[src/rtl/misasi_pkg.sv]
package misasi_pkg;
  localparam int ASI_W   = 8;
  localparam int ALOW_W  = 3;
  localparam int EXC_W   = 4;
  localparam int FTYPE_W = 3;

  localparam logic [FTYPE_W-1:0] FT_NONE        = '0;
  localparam logic [FTYPE_W-1:0] FT_INVALID_ASI = 3'd3;

  // reserved ASI ranges; range 0 is the block-commit group
  localparam int NUM_RANGES = 3;
  localparam logic [ASI_W-1:0] RNG_LO [NUM_RANGES] = '{8'hE0, 8'hC0, 8'hC8};
  localparam logic [ASI_W-1:0] RNG_HI [NUM_RANGES] = '{8'hE1, 8'hC5, 8'hCD};
  localparam logic [NUM_RANGES-1:0] RNG_IS_BLK = 3'b001;

  typedef enum logic [EXC_W-1:0] {
    EXC_NONE      = 4'b0001,
    EXC_DACCESS   = 4'b0010,
    EXC_DFP_ALIGN = 4'b0100,
    EXC_ALIGN     = 4'b1000
  } exc_t;

  typedef enum logic [1:0] {
    AL_8     = 2'd0,
    AL_4     = 2'd1,
    AL_SMALL = 2'd2
  } align_t;

  typedef struct packed {
    exc_t               exc;
    logic [FTYPE_W-1:0] ftype;
  } verdict_t;
endpackage

[src/rtl/misasi_asi_match.sv]
module misasi_asi_match
  import misasi_pkg::*;
(
  input  logic [ASI_W-1:0] asi,
  output logic             blk_hit,
  output logic             pst_hit
);
  logic [NUM_RANGES-1:0] hit;

  for (genvar g = 0; g < NUM_RANGES; g++) begin : g_rng
    assign hit[g] = (asi >= RNG_LO[g]) && (asi <= RNG_HI[g]);
  end

  assign blk_hit = |(hit & RNG_IS_BLK);
  assign pst_hit = |(hit & ~RNG_IS_BLK);
endmodule

[src/rtl/misasi_align_class.sv]
module misasi_align_class
  import misasi_pkg::*;
(
  input  logic [ALOW_W-1:0] addr,
  output align_t            cls
);
  always_comb begin
    if (addr[1:0] != 2'b00) cls = AL_SMALL;
    else if (addr[2])       cls = AL_4;
    else                    cls = AL_8;
  end
endmodule

[src/rtl/misasi_prio.sv]
module misasi_prio
  import misasi_pkg::*;
(
  input  logic     blk_hit,
  input  logic     pst_hit,
  input  align_t   cls,
  output verdict_t verdict
);
  always_comb begin
    verdict.exc   = EXC_NONE;
    verdict.ftype = FT_NONE;
    if (blk_hit || pst_hit) begin
      unique case (cls)
        AL_SMALL: verdict.exc = EXC_ALIGN;
        AL_4:     verdict.exc = EXC_DFP_ALIGN;
        default: begin
          if (blk_hit) begin
            verdict.exc   = EXC_DACCESS;
            verdict.ftype = FT_INVALID_ASI;
          end
        end
      endcase
    end
  end
endmodule

[src/rtl/misasi_out_stage.sv]
module misasi_out_stage
  import misasi_pkg::*;
(
  input  logic     clk,
  input  logic     rst_n,
  input  logic     up_valid,
  output logic     up_ready,
  input  verdict_t up_data,
  output logic     dn_valid,
  input  logic     dn_ready,
  output verdict_t dn_data
);
  logic     vld_q;
  verdict_t data_q;

  assign up_ready = !vld_q || dn_ready;

  always_ff @(posedge clk or negedge rst_n) begin
    if (!rst_n) begin
      vld_q  <= 1'b0;
      data_q <= '{exc: EXC_NONE, ftype: FT_NONE};
    end else if (up_ready) begin
      vld_q <= up_valid;
      if (up_valid) data_q <= up_data;
    end
  end

  assign dn_valid = vld_q;
  assign dn_data  = data_q;
endmodule

[src/rtl/misasi_classifier.sv]
module misasi_classifier
  import misasi_pkg::*;
(
  input  logic               clk,
  input  logic               rst_n,
  input  logic               in_valid,
  output logic               in_ready,
  input  logic [ASI_W-1:0]   in_asi,
  input  logic [ALOW_W-1:0]  in_addr,
  output logic               out_valid,
  input  logic               out_ready,
  output logic [EXC_W-1:0]   out_exc,
  output logic [FTYPE_W-1:0] out_ftype
);
  logic     blk_hit, pst_hit;
  align_t   cls;
  verdict_t verdict, held;

  misasi_asi_match u_match (
    .asi     (in_asi),
    .blk_hit (blk_hit),
    .pst_hit (pst_hit)
  );

  misasi_align_class u_align (
    .addr (in_addr),
    .cls  (cls)
  );

  misasi_prio u_prio (
    .blk_hit (blk_hit),
    .pst_hit (pst_hit),
    .cls     (cls),
    .verdict (verdict)
  );

  misasi_out_stage u_stage (
    .clk      (clk),
    .rst_n    (rst_n),
    .up_valid (in_valid),
    .up_ready (in_ready),
    .up_data  (verdict),
    .dn_valid (out_valid),
    .dn_ready (out_ready),
    .dn_data  (held)
  );

  assign out_exc   = held.exc;
  assign out_ftype = held.ftype;
endmodule

[config.mk]
export PLATFORM = sky130hd
export DESIGN_NAME = misasi_classifier
export DESIGN_NICKNAME = d
export VERILOG_FILES = /design/src/rtl/misasi_pkg.sv /design/src/rtl/misasi_asi_match.sv /design/src/rtl/misasi_align_class.sv /design/src/rtl/misasi_prio.sv /design/src/rtl/misasi_out_stage.sv /design/src/rtl/misasi_classifier.sv
export SDC_FILE = /design/constraint.sdc
export NUM_CORES = 1
export LEC_CHECK = 0
export ABC_AREA = 1
export CORE_AREA = 10 10 47 49
export CTS_CLUSTER_DIAMETER = 40
export DETAILED_ROUTE_END_ITERATION = 10
export DIE_AREA = 0 0 57 59
export MAX_ROUTING_LAYER = met4
export PLACE_DENSITY_LB_ADDON = 0.08
export SLEW_MARGIN = 20
export SYNTH_ARGS = -nofsm -noshare
export SYNTH_HDL_FRONTEND = slang
export SYNTH_SLANG_ARGS = --single-unit
[constraint.sdc]
create_clock -name clk -period 1 [get_ports clk]
set_input_delay 0.25 -clock clk [delete_from_list [all_inputs] [get_ports clk]]
set_output_delay 0.25 -clock clk [all_outputs]
set_load 0.01 [all_outputs]
After elaboration in Yosys (flattened, before gate mapping). Cells that the tools add are included.

Add/sub/neg operators: 0. Multiply operators: 0. Divide/modulo/power cells: 0. Magnitude comparators: 6. Equal/unequal tests: 2. Shift-type cells: 0. Mux-type cells: 6. Bitwise gates (word level): 0. Reduce and logical (&&, ||, !) cells: 10.

Operators with widths (count): $ge A8 B8 Y1 const B (3); $le A8 B8 Y1 const B (3); $pmux W4 S2 (1); $mux W7 (1); $mux W5 (1); $reduce_or A2 Y1 (2); $logic_and A1 B1 Y1 (3); $mux W3 (1); $eq A2 B1 Y1 const B (1); $eq A2 B2 Y1 const B (1); $logic_or A1 B1 Y1 (2); $mux W2 (1); $reduce_and A2 Y1 (1); $reduce_bool A2 Y1 (1); $logic_not A1 Y1 (1); $mux W1 (1).

Register bits after elaboration: 8. Bits in latches: 0. Memory bits (writable): 0. ROM bits: 0. Output and inout bits: 9. Word-level logic and storage cells: 27. Memories kept: 0.

Logic depth before layout (Yosys ltp).
Word-level depth: 6. Mapped depth: 7.

By module. From an unflattened synthesis, not the netlist that was laid out.

Cells, all modules: 71. Area, all modules: 511.7 um2.

Modules (own cells, without submodules): misasi_out_stage (times used 1, cells each 34, area an instance 335.3 um2); misasi_prio (times used 1, cells each 20, area an instance 103.8 um2); misasi_asi_match (times used 1, cells each 12, area an instance 48.8 um2); misasi_align_class (times used 1, cells each 5, area an instance 23.8 um2).

Worst setup path after synthesis. No wires, ideal clock.

Kind: flip-flop to flip-flop. From: register u_stage.vld_q (netlist: u_stage.dn_valid). To: register u_stage.data_q, in the netlist u_stage.dn_data[3]. Arrival: 794 ps. Data required time: 940 ps. Setup slack: 146 ps. Cell stages (with the launch flop): 6. Path buffers: 0. Period minus slack after synthesis: 854 ps. Cells stage by stage: dfrtp_1 -> nand2_4 -> nand2_4 -> nor2_1 -> nand2_1 -> nand2_1.

Word-level cells in the longest chain between the ends: 3.

RTL lines: from (decl) (line misasi_out_stage.sv:13) `logic vld_q;`; from (signal assigned) (line misasi_out_stage.sv:23) `vld_q <= up_valid;`; $logic_not A1 Y1 (line misasi_out_stage.sv:16) `assign up_ready = !vld_q || dn_ready;`; $logic_or A1 B1 Y1 (line misasi_out_stage.sv:16); named net in_ready (line misasi_classifier.sv:7) `output logic in_ready,`; $reduce_and A2 Y1 (no line); to (signal assigned) (line misasi_out_stage.sv:21) `data_q <= '{exc: EXC_NONE, ftype: FT_NONE};`; to (signal assigned) (line misasi_out_stage.sv:24) `if (up_valid) data_q <= up_data;`; to (decl) (line misasi_out_stage.sv:14) `verdict_t data_q;`.

The timed path passes the listed nets, and every way through them passes these cells. A chain may end at the register's enable or synchronous reset.

Worst setup path in the final report.
From: register u_stage.data_q, in the netlist u_stage.dn_data[3]. To: output out_exc[0].

RTL lines: to (decl) (line misasi_classifier.sv:12) `output logic [EXC_W-1:0] out_exc,`.

No word-level cell between the ends.

==> summary.md <==
| Metric | Value |
|---|---|
| Leak | `0.000385 uW` |
| Finished Cell Area | `627 um2` |
| Cell with the most instances after synthesis | `nand2_1` |
| GPL Wtd Cong | `0.701` |
| #FFs+latches synth | `5` |
| Crit-path leading delay family | `flip-flops` |
| Yosys warns | `0` |
| Area grow syn2layout | `82.2%` |
| Via count | `390` |
| Post-synth cell types | `13` |
| Fin Setup TNS | `-0.275 ns` |
| TritonCTS Buffers | `3` |
| PnR worst setup slack | `-0.115 ns` |
| Vias in the first global route | `362` |
| Dpl cell area | `567 um2` |
| Pwr dens | `approximately 1000 nW/um2` |
| Die area | `3360 um2` |
| Antenna viol nets, final | `0` |
| Die W | `57 um` |
| Final wirelength | `roughly 900 um` |
| DP Worst Slack | `-0.598 ns` |
| Fraction of layout cells with a size suffix above 1 | `0.385` |
| H-tree depth | `1` |
| # clock sinks | `5` |
| FMAX | `897 MHz` |
| CP max stage delay | `0.53 ns` |
| Clock buffer depth | `2` |
| Cells after Synth | `52` |
| Antenna cells | `0` |
| Clk_lat worst skew | `0.24 ns` |
| CP required | `roughly 0.75 ns` |
| Core outline area | `1400 um2` |
| Syn nets | `67` |
| Synth cell count leaders | `nand2_1 (22), nor2_1 (6), inv_1 (5), dfrtp_1 (4)` |
| Final hold vios | `0` |
| Worst path slowest cell | `dfstp_2` |
| Register area share after synthesis | `0.367` |
| Total track usage | `0.0577` |
| Chip Height | `between 50 and 60 um` |
| Min Tclk post-route | `1.11 ns` |
| Router iterations before antenna repair | `2` |
| Slew Viols, Final | `0` |
| Top Ports | `24` |
| DR vias/cell | `roughly 4.1` |
| Post-Syn Area | `344 um2` |
| Final Skew | `0.000691 ns` |
| Crit path max fanout | `2` |
| Status | `complete, but fails checks` |
| CP Class | `flip-flop to output pin` |
| Ranking of synthesized cells by area | `dfrtp_1 (29%), nand2_1 (24%), dfstp_2 (7.6%)` |
| Worst hold path type | `input port to asynchronous set/reset pin` |
| Failing checks | `negative setup slack` |
| Period utilization | `1.11` |
| Clk slew on worst S/H paths | `0.04 ns` |
| Post-Place Cells | `slightly below 90` |
| DR WL/cell | `9.61 um` |
| Top_reg_cell synth | `dfrtp_1` |
| PortBufs | `21` |
| CP Buf/Inv Count | `1` |
| Initial antenna violation count | `0` |
| CTS tree | `built` |
| Pin count of the biggest net entering global routing | `10` |
| Final nets | `between 90 and 100` |
| Final setup viols | `6` |
| RSZ-0062 raised after global routing | `yes` |
| Crit path DAT | `0.86 ns` |
| Critical Path Sink Type | `output pin` |
| Post-synth top area cell | `dfrtp_1` |
| Hold Worst Slack | `0.233 ns` |
| Cts hold-fix bufs | `0` |
| # rows | `14` |
| Cell Count, Final, Fillers Out | `94` |
| Starting DRC count in detailed routing | `1` |
| Max cap viols | `0` |
| Post-synth ARST share | `1.00` |
| Root Buffer | `clkbuf_4` |
| # DRC | `0` |
| Average instance area after synthesis | `6.62 um2` |
| Worst IR drop on VDD | `0.000405 V` |
| CP cell instances | `buf_6` |
| Initial core utilization | `0.246` |
| Post-synth EDFFs | `0` |
| Overflow after GRT | `0` |
| Yosys top cell area share | `0.291` |
| Critical path launch point type | `flip-flop` |
| First-pass GRT wire length | `1460 um` |
area by class of cell:
| class | instances | area [um2] |
|---|---|---|
| fillers | 161 | 774 |
| clock buffers | 4 | 26.3 |
| well taps | 16 | 20.0 |
| repair buffers | 25 | 233 |
| flip-flops and latches | 5 | 126 |
| multi-input cells | 38 | 198 |
| inverters | 6 | 23.8 |
power by group:
part           internal (uW)  total, uW  switching (uW)
logic                   92.3        170            77.4
registers                219        228            8.99
clock network            151        230            79.6
path summary, 6_finish.rpt:
path,start,endpoint,slack (ns),cells past startpoint
worst min register to register,u_stage.dn_data[3],u_stage.dn_data[3],0.47,2
worst max-delay path,u_stage.dn_data[3],out_exc[0],-0.11,1
worst max register to register,u_stage.dn_valid,u_stage.dn_data[4],0.07,6
worst min-delay path,rst_n,u_stage.dn_data[6],0.23,1
max in group asynchronous,rst_n,u_stage.dn_data[3],0.52,1
min in group clk,in_asi[5],u_stage.dn_data[4],0.43,5
sequential cells by signal, indices dropped and copies added (netlist names):
| name | count |
|---|---|
| u_stage.dn_data | 4 |
| u_stage.dn_valid | 1 |
layer usage:
metal  vias up  track usage  share of wire
met5         -            -              0
met4         0       0.0705          0.042
met3         4       0.0258          0.099
met2        22       0.0605           0.38
met1       164       0.0690           0.48
li1        200            -              -
cells in the final DEF (no fill, tap or decap), types with 2 or more instances in the layout:
cell             count
buf_2                6
inv_1                4
nor2_1               2
buf_6                3
dfrtp_1              4
clkdlybuf4s50_1      5
nand2_1             21
nor2_2               7
clkbuf_4             3
buf_4                3
dlymetal6s2s_1       7
nand2_2              2
nand3_1              2
stage by stage:
| step | utilization | power [uW] |
|---|---|---|
| 2_1_floorplan | - | 291 |
| 3_3_place_gp | 0.404 | 394 |
| 4_1_cts | 0.408 | 625 |
| 5_1_grt | 0.447 | 672 |
| 6_report | 0.447 | 628 |
| 3_5_place_dp | 0.404 | 395 |
kinds of logic after synthesis:
logic type | count (synthesis) | synth area share
buffers and inverters | 9 | 0.135
flip-flops | 5 | 0.367
AND/OR/NAND/NOR | 37 | 0.487
other | 1 | 0.0109
what timing repair did:
item / in CTS / in global routing
pin swaps: 1 / 9
gates resized for setup: 36 / 15
endpoints found under the setup margin: 12 / 12
buffers inserted: 1 / 1
Note: power is estimated with default switching activity, not from simulation.
